File: src/rtl/irqc_pkg.sv
package irqc_pkg;
  // Steps of the initialization sequence.
  typedef enum logic [1:0] {
    STEP_RUN  = 2'd0,
    STEP_BASE = 2'd1,
    STEP_SKIP = 2'd2,
    STEP_MODE = 2'd3
  } init_step_e;

  // Operation codes held in bits [7:5] of an operation command.
  typedef enum logic [2:0] {
    OP_ROT_OFF = 3'd0,
    OP_EOI     = 3'd1,
    OP_NOP     = 3'd2,
    OP_SEOI    = 3'd3,
    OP_ROT_ON  = 3'd4,
    OP_REOI    = 3'd5,
    OP_SETPRI  = 3'd6,
    OP_RSEOI   = 3'd7
  } op_code_e;

  // Bit positions decoded on the command port.
  localparam int unsigned BIT_INIT    = 4;
  localparam int unsigned BIT_SELCMD  = 3;
  localparam int unsigned BIT_POLL    = 2;
  localparam int unsigned BIT_RSEL_EN = 1;
  localparam int unsigned BIT_RSEL    = 0;
  localparam int unsigned BIT_SMM_EN  = 6;
  localparam int unsigned BIT_SMM     = 5;
  localparam int unsigned BIT_NEED4   = 0;
  // Bit positions in the mode word.
  localparam int unsigned BIT_NEST    = 4;
  localparam int unsigned BIT_AEOI    = 1;
endpackage

File: src/rtl/irqc_init_seq.sv
module irqc_init_seq
  import irqc_pkg::*;
#(
  parameter int unsigned DW = 8,
  parameter int unsigned LW = 3,
  localparam int unsigned BW = DW - LW
) (
  input  logic          clk,
  input  logic          rst,
  input  logic          init_wr,
  input  logic          data_wr,
  input  logic [DW-1:0] data,
  output init_step_e    step,
  output logic          init_stb,
  output logic [BW-1:0] vec_base,
  output logic          auto_eoi,
  output logic          nest_mode,
  output logic [DW-1:0] mask_bits
);
  logic need4;

  always_ff @(posedge clk) begin
    if (rst) begin
      step      <= STEP_RUN;
      need4     <= 1'b0;
      init_stb  <= 1'b0;
      vec_base  <= '0;
      auto_eoi  <= 1'b0;
      nest_mode <= 1'b0;
      mask_bits <= '0;
    end else begin
      init_stb <= init_wr;
      if (init_wr) begin
        step      <= STEP_BASE;
        need4     <= data[BIT_NEED4];
        vec_base  <= '0;
        auto_eoi  <= 1'b0;
        nest_mode <= 1'b0;
        mask_bits <= '0;
      end else if (data_wr) begin
        unique case (step)
          STEP_RUN:  mask_bits <= data;
          STEP_BASE: begin
            vec_base <= data[DW-1:LW];
            step     <= STEP_SKIP;
          end
          STEP_SKIP: step <= need4 ? STEP_MODE : STEP_RUN;
          STEP_MODE: begin
            nest_mode <= data[BIT_NEST];
            auto_eoi  <= data[BIT_AEOI];
            step      <= STEP_RUN;
          end
          default:   step <= STEP_RUN;
        endcase
      end
    end
  end

  a_r1_init_clears: assert property (@(posedge clk) disable iff (rst)
    init_wr |=> (init_stb && mask_bits == '0 && vec_base == '0 &&
                 !auto_eoi && !nest_mode && step == STEP_BASE));

  a_r2_base_store: assert property (@(posedge clk) disable iff (rst)
    (step == STEP_BASE && data_wr && !init_wr) |=>
      (vec_base == $past(data[DW-1:LW]) && step == STEP_SKIP));

  a_r3_skip_branch: assert property (@(posedge clk) disable iff (rst)
    (step == STEP_SKIP && data_wr && !init_wr) |=>
      (step == ($past(need4) ? STEP_MODE : STEP_RUN) && $stable(mask_bits)));

  a_r5_mask_load: assert property (@(posedge clk) disable iff (rst)
    (step == STEP_RUN && data_wr && !init_wr) |=> (mask_bits == $past(data)));
endmodule

File: src/rtl/irqc_op_decode.sv
module irqc_op_decode
  import irqc_pkg::*;
#(
  parameter int unsigned DW = 8,
  parameter int unsigned LW = 3
) (
  input  logic          clk,
  input  logic          rst,
  input  logic          init_wr,
  input  logic          sel_wr,
  input  logic          op_wr,
  input  logic          poll_take,
  input  logic [DW-1:0] data,
  output logic          rot_on_aeoi,
  output logic          spec_mask,
  output logic          read_isr,
  output logic          poll_armed,
  output logic          eoi_stb,
  output logic          eoi_specific,
  output logic          eoi_rotate,
  output logic          prio_stb,
  output logic [LW-1:0] op_line
);
  op_code_e code;
  logic     is_eoi, is_spec, is_rot, is_pri;

  assign code = op_code_e'(data[DW-1:DW-3]);

  always_comb begin
    is_eoi  = 1'b0;
    is_spec = 1'b0;
    is_rot  = 1'b0;
    is_pri  = 1'b0;
    unique case (code)
      OP_EOI:    is_eoi = 1'b1;
      OP_REOI:   begin is_eoi = 1'b1; is_rot = 1'b1; end
      OP_SEOI:   begin is_eoi = 1'b1; is_spec = 1'b1; end
      OP_RSEOI:  begin is_eoi = 1'b1; is_spec = 1'b1; is_rot = 1'b1; end
      OP_SETPRI: is_pri = 1'b1;
      default:   ;
    endcase
  end

  always_ff @(posedge clk) begin
    if (rst) begin
      rot_on_aeoi  <= 1'b0;
      spec_mask    <= 1'b0;
      read_isr     <= 1'b0;
      poll_armed   <= 1'b0;
      eoi_stb      <= 1'b0;
      eoi_specific <= 1'b0;
      eoi_rotate   <= 1'b0;
      prio_stb     <= 1'b0;
      op_line      <= '0;
    end else begin
      eoi_stb      <= op_wr && is_eoi;
      eoi_specific <= op_wr && is_spec;
      eoi_rotate   <= op_wr && is_rot;
      prio_stb     <= op_wr && is_pri;
      op_line      <= (op_wr && (is_spec || is_pri)) ? data[LW-1:0] : '0;
      if (init_wr) begin
        rot_on_aeoi <= 1'b0;
        spec_mask   <= 1'b0;
        read_isr    <= 1'b0;
        poll_armed  <= 1'b0;
      end else begin
        if (op_wr && code == OP_ROT_ON)  rot_on_aeoi <= 1'b1;
        if (op_wr && code == OP_ROT_OFF) rot_on_aeoi <= 1'b0;
        if (sel_wr && data[BIT_SMM_EN])  spec_mask <= data[BIT_SMM];
        if (sel_wr && data[BIT_RSEL_EN]) read_isr  <= data[BIT_RSEL];
        if (sel_wr && data[BIT_POLL])    poll_armed <= 1'b1;
        else if (poll_take)              poll_armed <= 1'b0;
      end
    end
  end

  a_r7_specific_eoi: assert property (@(posedge clk) disable iff (rst)
    (op_wr && data[DW-1:DW-3] == 3'd3) |=>
      (eoi_stb && eoi_specific && !eoi_rotate && !prio_stb &&
       op_line == $past(data[LW-1:0])));

  a_r7_nop_quiet: assert property (@(posedge clk) disable iff (rst)
    (op_wr && data[DW-1:DW-3] == 3'd2) |=> (!eoi_stb && !prio_stb));

  a_r8_rot_set: assert property (@(posedge clk) disable iff (rst)
    (op_wr && data[DW-1:DW-3] == 3'd4) |=> (rot_on_aeoi && !eoi_stb));

  a_r10_poll_drop: assert property (@(posedge clk) disable iff (rst)
    (poll_take && !(sel_wr && data[BIT_POLL])) |=> !poll_armed);

  a_r1_init_flags: assert property (@(posedge clk) disable iff (rst)
    init_wr |=> (!poll_armed && !read_isr && !spec_mask && !rot_on_aeoi));
endmodule

File: src/rtl/irqc_read_mux.sv
module irqc_read_mux #(
  parameter int unsigned DW = 8,
  parameter int unsigned LW = 3
) (
  input  logic          clk,
  input  logic          rst,
  input  logic          rd_en,
  input  logic          rd_port,
  input  logic          poll_armed,
  input  logic          read_isr,
  input  logic [DW-1:0] mask_bits,
  input  logic [DW-1:0] core_irr,
  input  logic [DW-1:0] core_isr,
  input  logic          core_win_valid,
  input  logic [LW-1:0] core_win_line,
  output logic [DW-1:0] rd_data,
  output logic          poll_clr_stb,
  output logic [LW-1:0] poll_clr_line
);
  localparam logic [DW-1:0] NONE_CODE = DW'((1 << LW) - 1);

  always_ff @(posedge clk) begin
    if (rst) begin
      rd_data       <= '0;
      poll_clr_stb  <= 1'b0;
      poll_clr_line <= '0;
    end else begin
      poll_clr_stb <= rd_en && poll_armed && core_win_valid;
      if (rd_en) begin
        if (poll_armed) begin
          rd_data       <= core_win_valid ? DW'(core_win_line) : NONE_CODE;
          poll_clr_line <= core_win_valid ? core_win_line : '0;
        end else if (rd_port) begin
          rd_data <= mask_bits;
        end else begin
          rd_data <= read_isr ? core_isr : core_irr;
        end
      end
    end
  end

  a_r9_mask_read: assert property (@(posedge clk) disable iff (rst)
    (rd_en && !poll_armed && rd_port) |=> (rd_data == $past(mask_bits)));

  a_r10_poll_empty: assert property (@(posedge clk) disable iff (rst)
    (rd_en && poll_armed && !core_win_valid) |=>
      (rd_data == NONE_CODE && !poll_clr_stb));

  a_r10_poll_hit: assert property (@(posedge clk) disable iff (rst)
    (rd_en && poll_armed && core_win_valid) |=>
      (poll_clr_stb && poll_clr_line == $past(core_win_line)));
endmodule

File: src/rtl/irqc_prog_front.sv
module irqc_prog_front
  import irqc_pkg::*;
#(
  parameter int unsigned DW    = 8,
  parameter int unsigned LINES = 8,
  localparam int unsigned LW   = $clog2(LINES),
  localparam int unsigned BW   = DW - LW
) (
  input  logic          clk,
  input  logic          rst,
  input  logic          wr_en,
  input  logic          wr_port,
  input  logic [DW-1:0] wr_data,
  input  logic          rd_en,
  input  logic          rd_port,
  input  logic [DW-1:0] core_irr,
  input  logic [DW-1:0] core_isr,
  input  logic          core_win_valid,
  input  logic [LW-1:0] core_win_line,
  output logic [DW-1:0] rd_data,
  output logic          init_stb,
  output logic [BW-1:0] vec_base,
  output logic          auto_eoi,
  output logic          nest_mode,
  output logic [DW-1:0] mask_bits,
  output logic          rot_on_aeoi,
  output logic          spec_mask,
  output logic          read_isr,
  output logic          poll_armed,
  output logic          eoi_stb,
  output logic          eoi_specific,
  output logic          eoi_rotate,
  output logic          prio_stb,
  output logic [LW-1:0] op_line,
  output logic          poll_clr_stb,
  output logic [LW-1:0] poll_clr_line
);
  logic       cmd_wr, init_wr, sel_wr, op_wr, data_wr, poll_take;
  init_step_e step;

  assign cmd_wr    = wr_en && !wr_port;
  assign data_wr   = wr_en && wr_port;
  assign init_wr   = cmd_wr && wr_data[BIT_INIT];
  assign sel_wr    = cmd_wr && !wr_data[BIT_INIT] && wr_data[BIT_SELCMD];
  assign op_wr     = cmd_wr && !wr_data[BIT_INIT] && !wr_data[BIT_SELCMD];
  assign poll_take = rd_en && poll_armed;

  irqc_init_seq #(.DW(DW), .LW(LW)) u_init (
    .clk(clk), .rst(rst), .init_wr(init_wr), .data_wr(data_wr),
    .data(wr_data), .step(step), .init_stb(init_stb), .vec_base(vec_base),
    .auto_eoi(auto_eoi), .nest_mode(nest_mode), .mask_bits(mask_bits)
  );

  irqc_op_decode #(.DW(DW), .LW(LW)) u_ops (
    .clk(clk), .rst(rst), .init_wr(init_wr), .sel_wr(sel_wr), .op_wr(op_wr),
    .poll_take(poll_take), .data(wr_data), .rot_on_aeoi(rot_on_aeoi),
    .spec_mask(spec_mask), .read_isr(read_isr), .poll_armed(poll_armed),
    .eoi_stb(eoi_stb), .eoi_specific(eoi_specific), .eoi_rotate(eoi_rotate),
    .prio_stb(prio_stb), .op_line(op_line)
  );

  irqc_read_mux #(.DW(DW), .LW(LW)) u_read (
    .clk(clk), .rst(rst), .rd_en(rd_en), .rd_port(rd_port),
    .poll_armed(poll_armed), .read_isr(read_isr), .mask_bits(mask_bits),
    .core_irr(core_irr), .core_isr(core_isr), .core_win_valid(core_win_valid),
    .core_win_line(core_win_line), .rd_data(rd_data),
    .poll_clr_stb(poll_clr_stb), .poll_clr_line(poll_clr_line)
  );

  a_r6_step_legal: assert property (@(posedge clk) disable iff (rst)
    sel_wr |=> $stable(mask_bits));
endmodule

File: config.mk
export PLATFORM = sky130hd
export DESIGN_NAME = irqc_prog_front
export DESIGN_NICKNAME = d
export VERILOG_FILES = /design/src/rtl/irqc_pkg.sv /design/src/rtl/irqc_init_seq.sv /design/src/rtl/irqc_op_decode.sv /design/src/rtl/irqc_read_mux.sv /design/src/rtl/irqc_prog_front.sv
export SDC_FILE = /design/constraint.sdc
export NUM_CORES = 1
export LEC_CHECK = 0
export BUFFER_PORTS_ARGS = -buffer_cell sky130_fd_sc_hd__buf_2
export CORE_MARGIN = 2
export CORE_UTILIZATION = 47
export DETAILED_ROUTE_END_ITERATION = 7
export HOLD_SLACK_MARGIN = 0.12
export PLACE_DENSITY = 0.78
export SLEW_MARGIN = 20
export SYNTH_ARGS = -nofsm -noshare
export SYNTH_HDL_FRONTEND = slang
export SYNTH_SLANG_ARGS = --single-unit
File: constraint.sdc
create_clock -name clk -period 1.42 [get_ports clk]
set_input_delay 0.284 -clock clk [delete_from_list [all_inputs] [get_ports clk]]
set_output_delay 0.284 -clock clk [all_outputs]
set_load 0.02 [all_outputs]
==> qor.txt, run 1 <==
Final Cell Area -> 0.002312 mm2
CTS tree -> yes
Setup Fix Bufs, Post-CTS -> 0
Reg clk slew, reported paths -> 0.08 ns
CTS Buffer Depth -> 2
WL/cell -> 13.78 um
Yosys cell types -> 43
largest net degree at the start of global routing -> 17
power after layout -> 2.321 mW
CP Class -> reg2out
Slew headroom -> 0.7769
CP cell instances -> buf_2
most frequent cells in the layout -> buf_2, dfxtp_1, mux2i_1, nor2_1, a21oi_1
min Tclk post-route -> 1.331 ns
Bufs and invs on worst path -> 1
worst hold path class -> in2reg
Core Region -> 0.003689 mm2
routability congestion estimate -> 0.7837
RSZ-0062 raised after global routing -> false
Iter 0 DRT Violations -> 71
Post-CTS Hold Buffers -> 0
clk_lat worst skew -> 0.30 ns
Mapped Nets -> 219
detailed placement HPWL -> 3247 um
TritonCTS Buffers -> 5
Mapped Area -> 0.001817 mm2
row cnt -> 22
share of the yosys chip area belonging to registers -> 0.4628
Ant. Diodes -> 0
die height -> 66.17 um
sequential power share -> 0.529
total grt overflow -> 0
sw frac -> 0.2687
worst-margin pin slew -> 0.3332 ns
Worst R2R Path Depth -> 4
Pleak -> 1.115 nW
PostCTS Resize Cnt -> 0
share of flip-flops with an asynchronous set or reset -> 0
Worst VDD drop -> 0.8244 mV
vias per cell -> 5.167
setup TNS -> 0 ns
pwr/cell area -> 1004 mW/mm2
Detailed Route WL -> 4216 um
critical path startpoint category -> flip-flop
Req. time, crit path -> 1.14 ns
final setup violation count -> 0
max incr delay on CP -> 0.51 ns
Clock Power Share -> 0.340
highest metal used -> met4
Max-cap violations -> 0
H-tree levels -> 2
routed length on met1 -> 1855 um
number of iterations in the first detailed-routing pass -> 4
metal2 WL -> 2032 um
P_sw -> 0.6237 mW
initial antenna violation count -> 0
Slowest-stage cell, CP -> dfxtp_1
die width -> 66.17 um
final core occ -> 0.6269
crit path DAT -> 1.05 ns
hold path cells -> 2
yosys warns -> 0
Yosys reg bits -> 42
clk sinks -> 42
Avg Cell Area, Syn -> 9.820 um2
Max Freq -> 751.3 MHz
critical-path maximum fanout -> 9
Internal -> 1.697 mW
DRC viols -> 0
root buffer cell -> clkbuf_8
antenna-violating nets left -> 0
Final Hold Viols -> 0
via count of the first global-routing pass -> 1,489
Met3 Wirelength -> 279 um
Top FF cell, synth -> dfxtp_1
initial core utilization -> 0.4925
Slew Viols, Final -> 0
leading cell type in the layout, fill and taps excluded -> buf_2
filler instances -> 327
# port buffers -> 72
cell area after placement -> 0.002218 mm2
Logic pwr share -> 0.131
synthesized instance count -> 185
dpl cells -> 298
status -> completed
Clock Skew -> 0.004159 ns
fraction of layout cells with a size suffix above 1 -> 0.3992
Non-Filler Instances -> 306
CP top delay family -> flip-flops
DR vias -> 1,581
EDFF count, synth -> 0
die area -> 0.004378 mm2
Crit. path cell count -> 1
I/O pin cnt -> 73
Tot GR Track Use -> 0.2062
first-pass GRT wire length -> 7010 um
area delta synth->final -> 27.27%
endpoint class of the critical path -> primary output
Nets -> 291
Final period util -> 0.9373
-- synthesized netlist by cell type (2+ instances only) --
library cell | count | area [um2]
mux2_2 | 8 | 90.09
a21oi_1 | 13 | 65.06
buf_6 | 2 | 22.52
a31oi_1 | 5 | 31.28
nand3_1 | 3 | 15.01
clkbuf_1 | 2 | 7.510
nor2_1 | 19 | 71.32
buf_2 | 6 | 30.03
o22ai_1 | 3 | 18.77
nor2b_1 | 9 | 56.30
nor3b_1 | 2 | 15.01
dfxtp_1 | 42 | 840.8
and3_1 | 2 | 12.51
nand4_1 | 4 | 25.02
and2_1 | 4 | 25.02
mux2i_1 | 19 | 190.2
a2bb2oi_1 | 3 | 26.28
o21ai_0 | 4 | 20.02
nand2_1 | 10 | 37.54
inv_1 | 2 | 7.510
-- metrics by stage --
step	hold WS (ns)	setup slack (ns)
6_report	0.2339	0.08899
5_1_grt	0.2518	0.04806
4_1_cts	0.2304	0.09021
3_5_place_dp	0.4448	0.1470
3_3_place_gp	0.4401	0.1768
2_1_floorplan	0.4057	0.1195
-- sequential cells by signal, indices dropped and copies added (netlist names), 2 cells and up --
signal                count
u_init.mask_bits          8
u_read.rd_data            8
u_init.vec_base           5
u_ops.op_line             3
u_read.poll_clr_line      3
u_init.step               2
-- power by group through the flow --
stage	sequential, mW	clock [mW]	combinational, mW
after floorplan	1.29	0	0.158
after global placement	1.26	0	0.301
after detailed placement	1.26	0	0.303
after CTS	1.23	0.812	0.305
after global routing	1.23	0.852	0.334
final	1.23	0.788	0.304
-- area by class of cell --
class | count | area [um2] | share of cell area
Multi-Input combinational cell | 127 | 888.4 | 0.3842
Sequential cell | 42 | 840.8 | 0.3636
Timing Repair Buffer | 78 | 417.9 | 0.1807
Clock buffer | 5 | 68.82 | 0.02976
Tap cell | 48 | 60.06 | 0.02597
Clock inverter | 3 | 25.02 | 0.01082
Inverter | 3 | 11.26 | 0.004870
-- cell families (layout without fill, tap and decap cells) --
group,after synthesis,in the layout,share of synthesized area
buffers and inverters,16,89,0.04821
DFF,42,42,0.4628
muxes,27,27,0.1543
and+or+nand+nor,69,69,0.2328
AOI/OAI and AO/OA,31,31,0.1019
-- per-layer routing --
layer,vias to the layer above,GRT usage
li1,796,-
met2,54,0.3300
met5,-,0
met3,6,0.04429
met1,725,0.2783
met4,0,0.06122
-- worst paths after layout --
check                                            start                                   end  slack, ns
setup reg to reg           u_ops.read_isr$_SDFFE_PP0P_        u_read.rd_data[3]$_SDFFE_PP0P_       0.19
hold / removal                              wr_data[2]           u_ops.op_line[2]$_SDFF_PP0_       0.23
setup / recovery         u_ops.poll_armed$_SDFFE_PP0P_                            poll_armed       0.09
hold reg to reg   u_read.poll_clr_line[0]$_SDFFE_PP0P_  u_read.poll_clr_line[0]$_SDFFE_PP0P_       0.45
(Power assumes the default switching activity.)
==> run 2: changes to the inputs <==
--- a/config.mk
+++ b/config.mk
@@ -6,11 +6,13 @@
 export NUM_CORES = 1
 export LEC_CHECK = 0
 export BUFFER_PORTS_ARGS = -buffer_cell sky130_fd_sc_hd__buf_2
+export CAP_MARGIN = 30
 export CORE_MARGIN = 2
 export CORE_UTILIZATION = 47
 export DETAILED_ROUTE_END_ITERATION = 7
 export HOLD_SLACK_MARGIN = 0.12
 export PLACE_DENSITY = 0.78
+export SETUP_SLACK_MARGIN = 0.15
 export SLEW_MARGIN = 20
 export SYNTH_ARGS = -nofsm -noshare
 export SYNTH_HDL_FRONTEND = slang
==> run 2 against run 1 <==
Compared with the run above:
- combinational power shrank 3%
- flip-flop and latch count unchanged
- first-iteration DRC count fell by 31%
- final cell count decreased by 0.33%
- utilization down 0.44 points
- critical path depth stayed put
- clock power increased by 1%
- sequential share of layout area up 0.37 points
- register-to-register slack gained 0.04 ns
- non-clock buffer count shrank 1
- global-route usage fell by 0.34 points
- via count shrank 1.3%
- critical path type unchanged
==> qor.txt, run 2 (synthesis results as in run 1) <==
status -> completed
Met3 Wirelength -> 205 um
setup TNS -> 0 ns
Clock Skew -> 0.008580 ns
area delta synth->final -> 26.38%
first-pass GRT wire length -> 6768 um
biggest regs -> u_init.mask_bits (8), u_read.rd_data (8), u_init.vec_base (5)
Worst VDD drop -> 0.7238 mV
largest net degree at the start of global routing -> 17
row cnt -> 22
Slowest-stage cell, CP -> dfxtp_2
Pleak -> 1.111 nW
max incr delay on CP -> 0.43 ns
pwr/cell area -> 1010 mW/mm2
total grt overflow -> 0
routability congestion estimate -> 0.8011
WL/cell -> 13.48 um
area of the multi-input gates -> 888.4 um2
RSZ-0062 raised after global routing -> false
Core Region -> 0.003689 mm2
CP Class -> reg2out
die area -> 0.004378 mm2
Slew headroom -> 0.7726
die width -> 66.17 um
Bufs and invs on worst path -> 1
Max-cap violations -> 0
antenna-violating nets left -> 0
highest metal used -> met4
clk sinks -> 42
critical-path maximum fanout -> 9
DRC viols -> 0
CP top delay family -> flip-flops
detailed placement HPWL -> 3070 um
Iter 0 DRT Violations -> 49
clk_lat worst skew -> 0.29 ns
Reg clk slew, reported paths -> 0.08 ns
via count of the first global-routing pass -> 1,463
Nets -> 290
I/O pin cnt -> 73
crit path DAT -> 0.91 ns
filler instances -> 337
Req. time, crit path -> 1.14 ns
TritonCTS Buffers -> 5
DR vias -> 1,561
metal2 WL -> 1960 um
final setup violation count -> 0
routed length on met1 -> 1917 um
leading cell type in the layout, fill and taps excluded -> buf_2
Tot GR Track Use -> 0.2027
worst hold path class -> in2reg
most frequent cells in the layout -> buf_2, dfxtp_1, mux2i_1, nor2_1, a21oi_1
number of iterations in the first detailed-routing pass -> 4
Max Freq -> 837.9 MHz
power after layout -> 2.320 mW
# port buffers -> 72
fraction of layout cells with a size suffix above 1 -> 0.4047
Ant. Diodes -> 0
Detailed Route WL -> 4111 um
CTS Buffer Depth -> 2
H-tree levels -> 2
min Tclk post-route -> 1.193 ns
Slew Viols, Final -> 0
root buffer cell -> clkbuf_8
Reg area -> 843.3 um2
endpoint class of the critical path -> primary output
CP cell instances -> buf_2
die height -> 66.17 um
initial core utilization -> 0.4925
initial antenna violation count -> 0
Final Hold Viols -> 0
Final period util -> 0.8405
CTS tree -> yes
vias per cell -> 5.118
critical path startpoint category -> flip-flop
Setup Fix Bufs, Post-CTS -> 0
worst-margin pin slew -> 0.3396 ns
==> run 2: final cells by class <==
| cell class | instances | area share |
|---|---|---|
| Inverter | 3 | 0.004905 |
| Tap cell | 48 | 0.02616 |
| Clock buffer | 6 | 0.03597 |
| Clock inverter | 2 | 0.005450 |
| Sequential cell | 42 | 0.3673 |
| Timing Repair Buffer | 77 | 0.1733 |
| Multi-Input combinational cell | 127 | 0.3869 |
==> run 2: final timing paths <==
path                                                           start  slack [ns]  depth (start not counted)                                   end
worst max-delay path                   u_ops.poll_armed$_SDFFE_PP0P_        0.23                          1                            poll_armed
worst min-delay path                                      wr_data[2]        0.25                          2           u_ops.op_line[2]$_SDFF_PP0_
worst max register to register           u_init.step[0]$_SDFFE_PP0P_        0.23                          4      u_init.mask_bits[3]$_SDFFE_PP0P_
worst min register to register  u_read.poll_clr_line[0]$_SDFFE_PP0P_        0.45                          2  u_read.poll_clr_line[0]$_SDFFE_PP0P_
==> run 2: what timing repair did <==
item	in CTS	in global routing
resized for setup	2	0
hold buffers	0	0
setup endpoints to repair	2	0
==> run 2: stage by stage <==
stage	utilization	hold WS [ns]	worst slack, ns	instances	instance area [um2]
2_1_floorplan	-	0.4057	0.1608	185	1819
3_3_place_gp	0.5960	0.4395	0.1819	297	2198
3_5_place_dp	0.5960	0.4465	0.1286	297	2198
4_1_cts	0.6225	0.2368	0.2186	305	2296
5_1_grt	0.6225	0.2321	0.1746	305	2296
6_report	0.6225	0.2456	0.2266	305	2296
==> run 2: where the power goes <==
group / switching, mW / total (mW) / internal, mW
clock: 0.405 / 0.796 / 0.391
sequential: 0.0214 / 1.23 / 1.21
combinational: 0.166 / 0.295 / 0.129
total: 0.592 / 2.32 / 1.73
==> run 2: per-layer routing <==
| metal | vias up | track usage |
|---|---|---|
| met1 | 721 | 0.2782 |
| met5 | - | 0 |
| met2 | 41 | 0.3138 |
| met4 | 0 | 0.06122 |
| met3 | 2 | 0.05111 |
| li1 | 797 | - |
==> run 3: changes to the inputs <==
==> constraint.sdc (replaced) <==
create_clock -name clk -period 1.2 [get_ports clk]
set_input_delay 0.24 -clock clk [delete_from_list [all_inputs] [get_ports clk]]
set_output_delay 0.24 -clock clk [all_outputs]
set_load 0.02 [all_outputs]
==> run 3 against run 2 <==
Compared with the run above:
- cell area grew 17%
- clock skew grew 0.0015 ns
- highest routed layer unchanged
- flip-flop and latch count is the same
- register-to-register slack lost 0.16 ns
- count of clock-buffer cells in the layout shrank 1
- utilization grew 10 points
==> qor.txt, run 3 (synthesis results as in run 1) <==
CP Class -> reg2reg
Max-cap violations -> 0
die width -> 66.17 um
power after layout -> 3.020 mW
H-tree levels -> 2
RSZ-0062 raised after global routing -> true
Final Cell Area -> 0.002675 mm2
initial core utilization -> 0.4925
Ant. Diodes -> 0
setup TNS -> 0 ns
TritonCTS Buffers -> 5
Worst VDD drop -> 0.8922 mV
Final period util -> 0.9443
detailed placement HPWL -> 3138 um
Final Hold Viols -> 0
status -> completed
die height -> 66.17 um
endpoint class of the critical path -> flip-flop
row cnt -> 22
initial antenna violation count -> 0
WL/cell -> 15.30 um
Detailed Route WL -> 4864 um
cell area after placement -> 0.002260 mm2
worst hold path class -> in2reg
clk sinks -> 42
largest net degree at the start of global routing -> 15
critical-path maximum fanout -> 8
filler instances -> 259
DRC viols -> 0
via count of the first global-routing pass -> 1,640
# port buffers -> 72
min Tclk post-route -> 1.133 ns
routability congestion estimate -> 0.8527
worst slack, placed -> 0.02611 ns
die area -> 0.004378 mm2
Nets -> 303
DR vias -> 1,665
biggest regs -> u_init.mask_bits (8), u_read.rd_data (8), u_init.vec_base (5)
leading cell type in the layout, fill and taps excluded -> buf_2
most frequent cells in the layout -> buf_2, buf_4
Slew headroom -> 0.7641
Core Region -> 0.003689 mm2
number of iterations in the first detailed-routing pass -> 4
fraction of layout cells with a size suffix above 1 -> 0.5519
Clock Skew -> 0.01006 ns
CTS tree -> yes
post-route setup slack -> 0.06680 ns
Post-CTS Hold Buffers -> 0
root buffer cell -> clkbuf_8
area of the multi-input gates -> 982.2 um2
total grt overflow -> 0
area delta synth->final -> 47.25%
worst-margin pin slew -> 0.3535 ns
Worst Hold Slack -> 0.1996 ns
I/O pin cnt -> 73
Max Freq -> 882.5 MHz
final setup violation count -> 0
clk_lat worst skew -> 0.29 ns
crit path DAT -> 1.33 ns
antenna-violating nets left -> 0
CTS Buffer Depth -> 2
critical path startpoint category -> flip-flop
Reg clk slew, reported paths -> 0.09 ns
Reg area -> 879.6 um2
vias per cell -> 5.236
Iter 0 DRT Violations -> 75
pwr/cell area -> 1129 mW/mm2
Slew Viols, Final -> 0
Tot GR Track Use -> 0.2249
Pleak -> 1.249 nW
Req. time, crit path -> 1.39 ns
first-pass GRT wire length -> 7479 um
[run 3: critical path, cell delays in order, from the launching register on]
cell and delay, ns:
dfxtp_2 0.33, and4bb_1 0.31, buf_12 0.15, mux2i_1 0.19, nor2_1 0.05
[run 3: timing repair]
item                                    in CTS  in global routing
endpoints found under the setup margin      32                 47
setup buffers                                5                  4
pin swaps                                    2                  5
cloned                                       0                  0
endpoints found under the hold margin        0                  0
gates resized for setup                     29                 51
[run 3: worst paths after layout]
| check | start | end | slack (ns) | depth (start not counted) |
|---|---|---|---|---|
| hold / removal | wr_data[2] | u_ops.op_line[2]$_SDFF_PP0_ | 0.20 | 2 |
| hold reg to reg | u_read.poll_clr_line[1]$_SDFFE_PP0P_ | u_read.poll_clr_line[1]$_SDFFE_PP0P_ | 0.46 | 2 |
| setup reg to reg | u_init.step[0]$_SDFFE_PP0P_ | u_init.mask_bits[6]$_SDFFE_PP0P_ | 0.07 | 4 |
| setup / recovery | u_init.step[0]$_SDFFE_PP0P_ | u_init.mask_bits[6]$_SDFFE_PP0P_ | 0.07 | 4 |
[run 3: routing by layer]
layer / GRT usage / routed length, um
met1: 0.2710 / 2037
met2: 0.3850 / 2517
met3: 0.06133 / 261
met4: 0.07398 / 46
met5: 0 / 0
[run 3: stage by stage]
step,util,std cells
final,0.7252,318
after CTS,0.6777,314
after floorplan,-,185
after global placement,0.6126,301
after global routing,0.7252,318
after detailed placement,0.6126,301
[run 3: final cells by class]
class                   count  area share
multi-input cells         127      0.3672
flip-flops and latches     42      0.3288
repair buffers             90      0.2353
clock buffers               5     0.02572
well taps                  48     0.02245
clock inverters             3     0.01637
inverters                   3    0.004210
[run 3: power by group]
group	leakage [nW]	internal [mW]	switching [mW]
clock	0.0547	0.620	0.486
combinational	0.842	0.225	0.234
sequential	0.352	1.43	0.0278
